### src/rtl/codec_link_pkg.sv
package codec_link_pkg;
  // Per-cycle strobes marking bit clock transitions taken at this clock edge.
  typedef struct packed {
    logic rise;
    logic fall;
  } edge_ev_t;
endpackage

### src/rtl/cslk_divider.sv
module cslk_divider
  import codec_link_pkg::*;
#(
  parameter int DIV_W = 8
) (
  input  logic             clk,
  input  logic             rst,
  input  logic [DIV_W-1:0] half_cycles,
  output logic             bck,
  output edge_ev_t         ev
);
  logic [DIV_W-1:0] cnt;
  logic [DIV_W:0]   cnt_inc;
  logic             tick;

  always_comb begin
    cnt_inc = {1'b0, cnt} + 1'b1;
    // A setting of 0 ticks every cycle, exactly like 1.
    tick    = (cnt_inc >= {1'b0, half_cycles});
    ev.rise = tick && !bck;
    ev.fall = tick && bck;
  end

  always_ff @(posedge clk) begin
    if (rst) begin
      cnt <= '0;
      bck <= 1'b0;
    end else if (tick) begin
      cnt <= '0;
      bck <= ~bck;
    end else begin
      cnt <= cnt_inc[DIV_W-1:0];
    end
  end
endmodule

### src/rtl/cslk_framer.sv
module cslk_framer
  import codec_link_pkg::*;
#(
  parameter int SAMPLE_W = 16
) (
  input  logic     clk,
  input  logic     rst,
  input  edge_ev_t ev,
  output logic     fs,
  output logic     load_now,
  output logic     lsb_rise
);
  localparam int SLOT_W = $clog2(SAMPLE_W);
  localparam logic [SLOT_W-1:0] LAST = SLOT_W'(SAMPLE_W - 1);

  // Slot index, advanced at each falling bit clock; slot 0 carries the LSB and the sync.
  logic [SLOT_W-1:0] slot;

  always_ff @(posedge clk) begin
    if (rst) begin
      slot <= LAST;
      fs   <= 1'b0;
    end else if (ev.fall) begin
      if (slot == LAST) begin
        slot <= '0;
        fs   <= 1'b1;
      end else begin
        slot <= slot + 1'b1;
        fs   <= 1'b0;
      end
    end
  end

  assign load_now = ev.fall && (slot == '0);
  assign lsb_rise = ev.rise && (slot == '0);
endmodule

### src/rtl/cslk_tx.sv
module cslk_tx #(
  parameter int SAMPLE_W = 16
) (
  input  logic                clk,
  input  logic                rst,
  input  logic                load_now,
  input  logic                fall,
  input  logic                play_valid,
  input  logic [SAMPLE_W-1:0] play_data,
  output logic                play_ready,
  output logic                sdo
);
  logic [SAMPLE_W-1:0] sreg;
  logic [SAMPLE_W-1:0] word;

  assign play_ready = load_now;
  assign word       = play_valid ? play_data : '0;

  always_ff @(posedge clk) begin
    if (rst) begin
      sreg <= '0;
      sdo  <= 1'b0;
    end else if (load_now) begin
      sdo  <= word[SAMPLE_W-1];
      sreg <= {word[SAMPLE_W-2:0], 1'b0};
    end else if (fall) begin
      sdo  <= sreg[SAMPLE_W-1];
      sreg <= {sreg[SAMPLE_W-2:0], 1'b0};
    end
  end
endmodule

### src/rtl/cslk_rx.sv
module cslk_rx #(
  parameter int SAMPLE_W = 16
) (
  input  logic                clk,
  input  logic                rst,
  input  logic                rise,
  input  logic                lsb_rise,
  input  logic                load_now,
  input  logic                sdi,
  output logic                rec_valid,
  output logic [SAMPLE_W-1:0] rec_data
);
  logic [SAMPLE_W-1:0] sreg;
  logic                armed;

  always_ff @(posedge clk) begin
    if (rst) begin
      sreg      <= '0;
      armed     <= 1'b0;
      rec_valid <= 1'b0;
      rec_data  <= '0;
    end else begin
      rec_valid <= 1'b0;
      if (load_now) armed <= 1'b1;
      if (rise) begin
        sreg <= {sreg[SAMPLE_W-2:0], sdi};
        if (lsb_rise && armed) begin
          rec_data  <= {sreg[SAMPLE_W-2:0], sdi};
          rec_valid <= 1'b1;
        end
      end
    end
  end
endmodule

### src/rtl/codec_serial_ctrl.sv
module codec_serial_ctrl
  import codec_link_pkg::*;
#(
  parameter int SAMPLE_W = 16,
  parameter int DIV_W    = 8
) (
  input  logic                clk,
  input  logic                rst,
  input  logic [DIV_W-1:0]    cfg_half_cycles,
  input  logic                play_valid,
  input  logic [SAMPLE_W-1:0] play_data,
  output logic                play_ready,
  output logic                rec_valid,
  output logic [SAMPLE_W-1:0] rec_data,
  output logic                link_bck,
  output logic                link_fs,
  output logic                link_sdo,
  input  logic                link_sdi
);
  edge_ev_t ev;
  logic     load_now;
  logic     lsb_rise;

  cslk_divider #(.DIV_W(DIV_W)) u_div (
    .clk(clk), .rst(rst), .half_cycles(cfg_half_cycles), .bck(link_bck), .ev(ev)
  );

  cslk_framer #(.SAMPLE_W(SAMPLE_W)) u_frm (
    .clk(clk), .rst(rst), .ev(ev), .fs(link_fs), .load_now(load_now), .lsb_rise(lsb_rise)
  );

  cslk_tx #(.SAMPLE_W(SAMPLE_W)) u_tx (
    .clk(clk), .rst(rst), .load_now(load_now), .fall(ev.fall),
    .play_valid(play_valid), .play_data(play_data), .play_ready(play_ready), .sdo(link_sdo)
  );

  cslk_rx #(.SAMPLE_W(SAMPLE_W)) u_rx (
    .clk(clk), .rst(rst), .rise(ev.rise), .lsb_rise(lsb_rise), .load_now(load_now),
    .sdi(link_sdi), .rec_valid(rec_valid), .rec_data(rec_data)
  );
endmodule

### config.mk
export PLATFORM = sky130hd
export DESIGN_NAME = codec_serial_ctrl
export DESIGN_NICKNAME = d
export VERILOG_FILES = /design/src/rtl/codec_link_pkg.sv /design/src/rtl/cslk_divider.sv /design/src/rtl/cslk_framer.sv /design/src/rtl/cslk_tx.sv /design/src/rtl/cslk_rx.sv /design/src/rtl/codec_serial_ctrl.sv
export SDC_FILE = /design/constraint.sdc
export NUM_CORES = 1
export LEC_CHECK = 0
export BUFFER_PORTS_ARGS = -buffer_cell sky130_fd_sc_hd__buf_2
export CAP_MARGIN = 20
export CORE_UTILIZATION = 45
export CTS_BUF_LIST = sky130_fd_sc_hd__clkbuf_16
export DETAILED_ROUTE_END_ITERATION = 8
export PLACE_DENSITY = 0.66
export SYNTH_ARGS = -nofsm -noshare
export SYNTH_HDL_FRONTEND = slang
export SYNTH_SLANG_ARGS = --single-unit
export TNS_END_PERCENT = 100
### constraint.sdc
create_clock -name clk -period 5.7 [get_ports clk]
set_input_delay 0.285 -clock clk [delete_from_list [all_inputs] [get_ports clk]]
set_output_delay 0.285 -clock clk [all_outputs]
set_load 0.02 [all_outputs]
======== Word level (Yosys, flattened, before mapping) ========
Index checks and enable logic that the tools add are counted.
word-level totals
  flip-flop bits (word level) ............. 63
  input bits .............................. 28
  output and inout port bits .............. 21
  logic and storage cells ................. 35
operators by class
  $add $sub $neg .......................... 2
  magnitude comparators ................... 1
  eq/ne operators ......................... 1
  mux-type cells .......................... 8
  bitwise operators ....................... 2
  reductions and logical operators ........ 11
operators by type and width
  operator                                                       number
  16-bit two-way mux                                             3
  8-bit by 1-bit adder with 9-bit output, second input constant  1
  9-bit by 8-bit >= comparator with 1-bit output                 1
  1-bit logical AND                                              5
  4-bit by 1-bit adder with 4-bit output, second input constant  1
  4-bit equality test, second input constant                     1
  4-bit zero test                                                1
  1-bit two-way mux                                              4
  4-bit two-way mux                                              1
  2-bit OR reduction                                             2
  1-bit NOT                                                      2
  2-bit AND reduction                                            1
  2-bit nonzero test                                             1
  1-bit zero test                                                1

======== Longest topological paths before layout ========
Gate-level depths: netlist of run 1.
  depth after elaboration ................. 6
  gate-level depth with buffers ........... 12
  mapped depth without buffers ............ 10

======== Cells and area by module ========
From an unflattened synthesis of run 1, not the netlist that was laid out.
unflattened totals
  cells, all modules ...................... 290
  area, all modules ....................... 3001.6 µm²
modules (own cells, without submodules)
  module        times used  cells an instance  area each (µm²)  sequential area each (µm²)
  cslk_rx       1           124                1322.5           660.6
  cslk_tx       1           73                 833.3            320.3
  cslk_divider  1           64                 580.6            180.2
  cslk_framer   1           29                 265.3            100.1

======== Least setup slack after synthesis of run 1 ========
No wires, ideal clock.
  path kind ............................... reg-to-output
  from .................................... reg u_div.cnt[2]
  to ...................................... out play_ready
  data arrival time ....................... 2.502 ns
  data required time ...................... 5.415 ns
  slack ................................... 2.913 ns
  stages on the path, launching flop included .. 11
  path buffers ............................ 1
  cell sequence ........................... dfxtp_1 > and3_1 > and3_1 > nand3_1 > xnor2_1 > ha_1 > and3_1 > nand3_1 > o211a_4 > buf_4 > nor3_1
on the way
  word-level cells in the longest chain between the ends .. 4
RTL lines
  what                                            RTL line                 RTL
  start, declared                                 cslk_divider.sv:12       logic [DIV_W-1:0] cnt;
  start signal, assigned                          cslk_divider.sv:32       cnt <= cnt_inc[DIV_W-1:0];
  8-bit by 1-bit adder with 9-bit output          cslk_divider.sv:17       cnt_inc = {1'b0, cnt} + 1'b1;
  via u_div.cnt_inc[7]                            cslk_divider.sv:13       logic [DIV_W:0] cnt_inc;
  9-bit by 8-bit >= comparator with 1-bit output  cslk_divider.sv:19       tick = (cnt_inc >= {1'b0, half_cycles});
  1-bit logical AND                               cslk_divider.sv:21       ev.fall = tick && bck;
  1-bit logical AND                               cslk_framer.sv:34        assign load_now = ev.fall && (slot == '0);
  end, declared                                   codec_serial_ctrl.sv:12  output logic play_ready,
The timed path passes the listed nets, and every way through them passes these cells.

======== Worst setup path after layout of run 1 ========
Same ends and word-level chain as after synthesis.

==> results.cfg, run 1 <==
[cts]
clk_pin_slew_ps = 50
htreeDepth = 3
clkSinkCount = 63
cts_buffers = 9
clk_latency_ps = 320
postCtsResizedCells = 0
cts_tree = yes
root_buffer = clkbuf_16
cts-hold-fix-buffers = 0
cts_setup_buffers = 0
cts_buffer_depth = 2

[route]
drc = 0
first_pass_iters = 4
totalWireLength_um = 5390
vias_per_cell = 5.34
drtIter0Drc = 83
ant_nets = 0
vias = 2220
wl_per_cell_um = 12.9

[synthesis]
avgSynthCellArea_sq_um = 9.41
ys_warn_count = 0
synth_top_area_frac = 0.451
synth_cell_type_count = 36
synth_cells = 297
netlist_area_sq_um = 2800
synth_seq_area_share = 0.451
ys_ff_latch = 63
async_flop_share = 0
synthesis.nets = 336
yosys.area.top_type = dfxtp_1
synthFlopType = dfxtp_1
synth-edff-count = 0
synthTopCellsByArea = dfxtp_1 45%, mux2i_1 11%, and3_1 5.8%

[floorplan]
fp.dieH_um = 80.8
die_width_um = 80.8
placement_rows = 28
io_pins = 49
die-area_sq_um = 6530
initial_utilization = 0.469
core-area_sq_um = 5960

[critical_path]
r2r_slack_ps = 2540
path_max_fanout = 33
worstPathArrival_ps = 2960
r2r-start = u_div.cnt[2]$_SDFF_PP0_
required_ps = 5410
crit_path_start_kind = flip-flop
reg2reg_to = u_rx.sreg[1]$_SDFFE_PP0N_
critPathKind = flip-flop to primary output
endpoint_kind = primary output
crit_path_start = u_div.cnt[2]$_SDFF_PP0_
ff2ff_path_depth = 10

[run_status]
status = finished, final reports clean

[placement]
place_congestion = 0.764
placed_cell_area_sq_um = 3030
io_buffers = 48
dp.cells = 400
hpwlAfterDp_um = 3570
dp_slack_ps = 2560

[cells_and_area]
fin_util = 0.558
stdcell_area_sq_um = 3320
fin_cells = 416
area_growth_syn_to_layout_pct = 18.9
layout-drive-gt1-share = 0.202
diodes = 0
final_nets = 375

[timing]
timing.final.crit_share = 0.569
fin_skew_ps = 7.06
worst_slack_ps = 2460
period_minus_slack_ps = 3240
fmax_mhz = 308
setup_violations = 0
finalSetupTns_ps = 0
hold_viol_final = 0
slew-limit-headroom = 0.379
hold_slack_ps = 235
drv_slew = 0
worst_pin_slew_ps = 930
rsz0062_at_grt = no

[global_routing]
grt_pass1_wl_um = 9210
antenna_found_initial = 0
grt_usage = 0.185
overflow = 0
grt_max_degree = 34
grt_pass1_vias = 2010

[power_and_ir_drop]
p_leak_nw = 1.41
p_per_area_nw_per_um2 = 306
max-vdd-ir-drop_v = 0.000202
power_mw = 1.02

[hold_path]
hp-start = link_sdi
min-delay-path-class = input pin to flip-flop
worstHoldEndpoint = u_rx.rec_data[0]$_SDFFE_PP0P_
hold_depth = 3

[job]
maxCapViolCount = 0
==> worst max-delay path, cell delays in order (launching register included) <==
cell      delay (ps)
dfxtp_1          370
and3_1           210
and3_1           200
nand3_1          100
xnor2_1          190
ha_1             290
and3_1           220
a221oi_2         300
o211a_4          420
nor3_1           130
buf_2            200
==> where the power goes <==
part | leakage (nW) | switching, mW | internal (mW)
clock | 0.142 | 0.198 | 0.339
combinational | 0.760 | 0.0213 | 0.0154
sequential | 0.508 | 0.00275 | 0.443
==> metal layers <==
layer | wire length (um) | GRT usage
met3 | 208 | 0.0539
met1 | 2710 | 0.248
met4 | 80 | 0.0732
met2 | 2390 | 0.278
met5 | 0 | 0
==> worst max-delay path by stage <==
stage,endpoint,cells past startpoint,slack [ps]
floorplan,play_ready,10,2910
detailed placement,u_rx.sreg[1]$_SDFFE_PP0N_,10,2560
finish,play_ready,10,2460
CTS,play_ready,10,2450
global route,play_ready,10,2270
global placement,u_rx.sreg[7]$_SDFFE_PP0N_,10,2700
==> Yosys cell counts, drive strengths merged, types with 2 or more instances <==
cell type / count
dfxtp: 63
nand2: 37
mux2i: 31
and3: 26
a21oi: 19
nor3: 17
a2111oi: 15
clkbuf: 13
ha: 11
buf: 10
inv: 10
nand3: 10
o21ai: 5
xnor2: 4
a21o: 3
nor2: 3
a31oi: 2
and2: 2
and4: 2
o211ai: 2
xor2: 2
==> registers in the layout, summed over array words and instances, names as in the netlist, 4 cells and up <==
| signal | flops |
|---|---|
| u_frm.slot | 4 |
| u_rx.sreg | 15 |
| u_div.cnt | 8 |
| u_tx.sreg | 15 |
| u_rx.rec_data | 16 |
==> cells in the final DEF (no fill, tap or decap) <==
cell,n
a2111oi_0,15
a211o_1,1
a21o_1,3
a21oi_1,19
a221oi_2,1
a31oi_1,2
and2_1,2
and3_1,26
and4_1,2
buf_2,48
buf_4,3
bufinv_16,1
clkbuf_16,9
clkinv_1,3
clkinv_4,1
clkinvlp_4,1
dfxtp_1,63
ha_1,11
inv_1,10
inv_6,2
mux2i_1,31
nand2_1,37
nand2b_1,1
nand3_1,10
nor2_1,2
nor2_2,1
nor2b_1,1
nor3_1,16
nor3_2,1
nor4_1,1
o211a_4,1
o211ai_1,2
o21a_1,1
o21ai_0,5
o31ai_1,1
or3_1,1
xnor2_1,4
xor2_1,2
==> layout make-up <==
type | instances | area (sq um)
fillers | 545 | 2630
multi-input cells | 200 | 1370
flip-flops and latches | 63 | 1260
repair buffers | 51 | 263
clock buffers | 9 | 225
well taps | 75 | 93.8
clock inverters | 7 | 71.3
inverters | 11 | 41.3
==> logic make-up after synthesis <==
| kind of cell | Yosys count | synth area share |
|---|---|---|
| buffers and inverters | 34 | 0.0591 |
| XOR/XNOR | 6 | 0.0188 |
| multiplexers | 31 | 0.111 |
| flip-flops | 63 | 0.451 |
| AND/OR/NAND/NOR | 101 | 0.183 |
| AO/OA/AOI/OAI | 51 | 0.128 |
| adder cells (fa/ha/maj) | 11 | 0.0492 |
Note: power is estimated with default switching activity, not from simulation.
==> run 2, diff against run 1 <==
clock period = 3.3 ns   (was 5.7 ns; I/O delays follow)
==> results.cfg, run 2 (synthesis gave the netlist of run 1 again) <==
[run_status]
status = finished, final reports clean

[timing]
finalSetupTns_ps = 0
timing.final.crit_share = 0.940
hold_viol_final = 0
rsz0062_at_grt = no
slew-limit-headroom = 0.378
period_minus_slack_ps = 3100
hold_slack_ps = 124
fmax_mhz = 322
setup_violations = 0
drv_slew = 0
fin_skew_ps = 6.32
worst_pin_slew_ps = 933

[critical_path]
crit_path_top_delay_cell = dfxtp_1
path_max_fanout = 26
worstPathArrival_ps = 2940
cpMostUsedCell = and3_1
critPathTopFamily = simple AND/OR/NAND/NOR gates
required_ps = 3130
cp_num_buf_inv = 2
crit_path_start_kind = flip-flop
max_stage_delay_ps = 370
endpoint_kind = primary output
path_cells = and3_1 > and3_1 > nand3_1 > xnor2_1 > ha_1 > and3_1 > nand3_1 > o211a_4 > buf_8 > nor3_1 > buf_2
critPathKind = flip-flop to primary output

[global_routing]
grt_max_degree = 37
grt_pass1_vias = 2055
grt_usage = 0.190
grt_pass1_wl_um = 9610
antenna_found_initial = 0
overflow = 0

[cts]
cts_buffer_depth = 2
clkSinkCount = 63
root_buffer = clkbuf_16
clk_latency_ps = 320
clk_pin_slew_ps = 50
cts_tree = yes
htreeDepth = 3
cts_buffers = 9

[cells_and_area]
layout-drive-gt1-share = 0.209
layout_common_cells = 63 x dfxtp_1, 48 x buf_2, 37 x nand2_1
regMostFlops = u_rx.rec_data
area_growth_syn_to_layout_pct = 20.1
final_nets = 379
reg_top3 = u_rx.rec_data x16, u_rx.sreg x15, u_tx.sreg x15
final_common_cell = dfxtp_1
diodes = 0
largest_reg_flops = 16
fin_util = 0.564

[route]
drtIter0Drc = 83
totalWireLength_um = 5600
vias_per_cell = 5.27
vias = 2213
wl_per_cell_um = 13.3
drc = 0
ant_nets = 0
first_pass_iters = 4

[floorplan]
io_pins = 49
die_width_um = 80.8
placement_rows = 28
core-area_sq_um = 5960
initial_utilization = 0.469
fp.dieH_um = 80.8
die-area_sq_um = 6530

[placement]
place_congestion = 0.813
io_buffers = 48
hpwlAfterDp_um = 3630

[power_and_ir_drop]
p_per_area_nw_per_um2 = 521
p_leak_nw = 1.44
max-vdd-ir-drop_v = 0.000321

[hold_path]
min-delay-path-class = input pin to flip-flop

[job]
maxCapViolCount = 0
## run 2: cell types whose count changed in the layout (fill, tap and decap cells not counted), sizes merged
cell	delta
clkinv	-2
inv	+2
buf	+4
## run 2: layout make-up
| cell class | instances | area (sq um) |
|---|---|---|
| fillers | 550 | 2600 |
| multi-input cells | 200 | 1370 |
| flip-flops and latches | 63 | 1260 |
| repair buffers | 55 | 300 |
| clock buffers | 9 | 225 |
| well taps | 75 | 93.8 |
| clock inverters | 7 | 66.3 |
| inverters | 11 | 41.3 |
## run 2: layer usage
metal / global-route usage / vias up / share of wire
met5: 0 / - / 0
met4: 0.0589 / 0 / 0.0079
met3: 0.0607 / 5 / 0.039
met2: 0.286 / 33 / 0.44
met1: 0.259 / 1020 / 0.51
li1: - / 1155 / -
## run 2: stage by stage
step                instances  instance area, sq um  worst slack (ps)  power (mW)
floorplan                 297                  2800               568       0.824
global placement          402                  3040               395       0.849
detailed placement        402                  3040               309       0.850
CTS                       418                  3330               105        1.77
global route              420                  3360              11.7        1.80
finish                    420                  3360               199        1.75
## run 2: what timing repair did
item	CTS	global route
hold endpoints to repair	0	0
resized for setup	0	2
setup endpoints to repair	0	1
buffers inserted	0	2
hold buffers	0	0
## run 2: power by group
group	total, mW	switching [mW]	internal (mW)
registers	0.769	0.00389	0.765
logic	0.0654	0.0379	0.0275
clock network	0.916	0.336	0.580
## run 2: worst paths after layout
path	start	slack, ps	cells past startpoint	to
setup / recovery	u_div.cnt[2]$_SDFF_PP0_	200	11	play_ready
setup reg to reg	u_div.cnt[2]$_SDFF_PP0_	320	10	u_rx.sreg[11]$_SDFFE_PP0N_
hold reg to reg	u_rx.rec_data[5]$_SDFFE_PP0P_	450	2	u_rx.rec_data[5]$_SDFFE_PP0P_
hold / removal	link_sdi	120	3	u_rx.sreg[0]$_SDFFE_PP0N_
## run 2: worst min-delay path: cells and delay by family
kind | cells | cell delay (ps)
buffers and inverters | 1 | 100
muxes | 1 | 60
and+or+nand+nor | 1 | 70
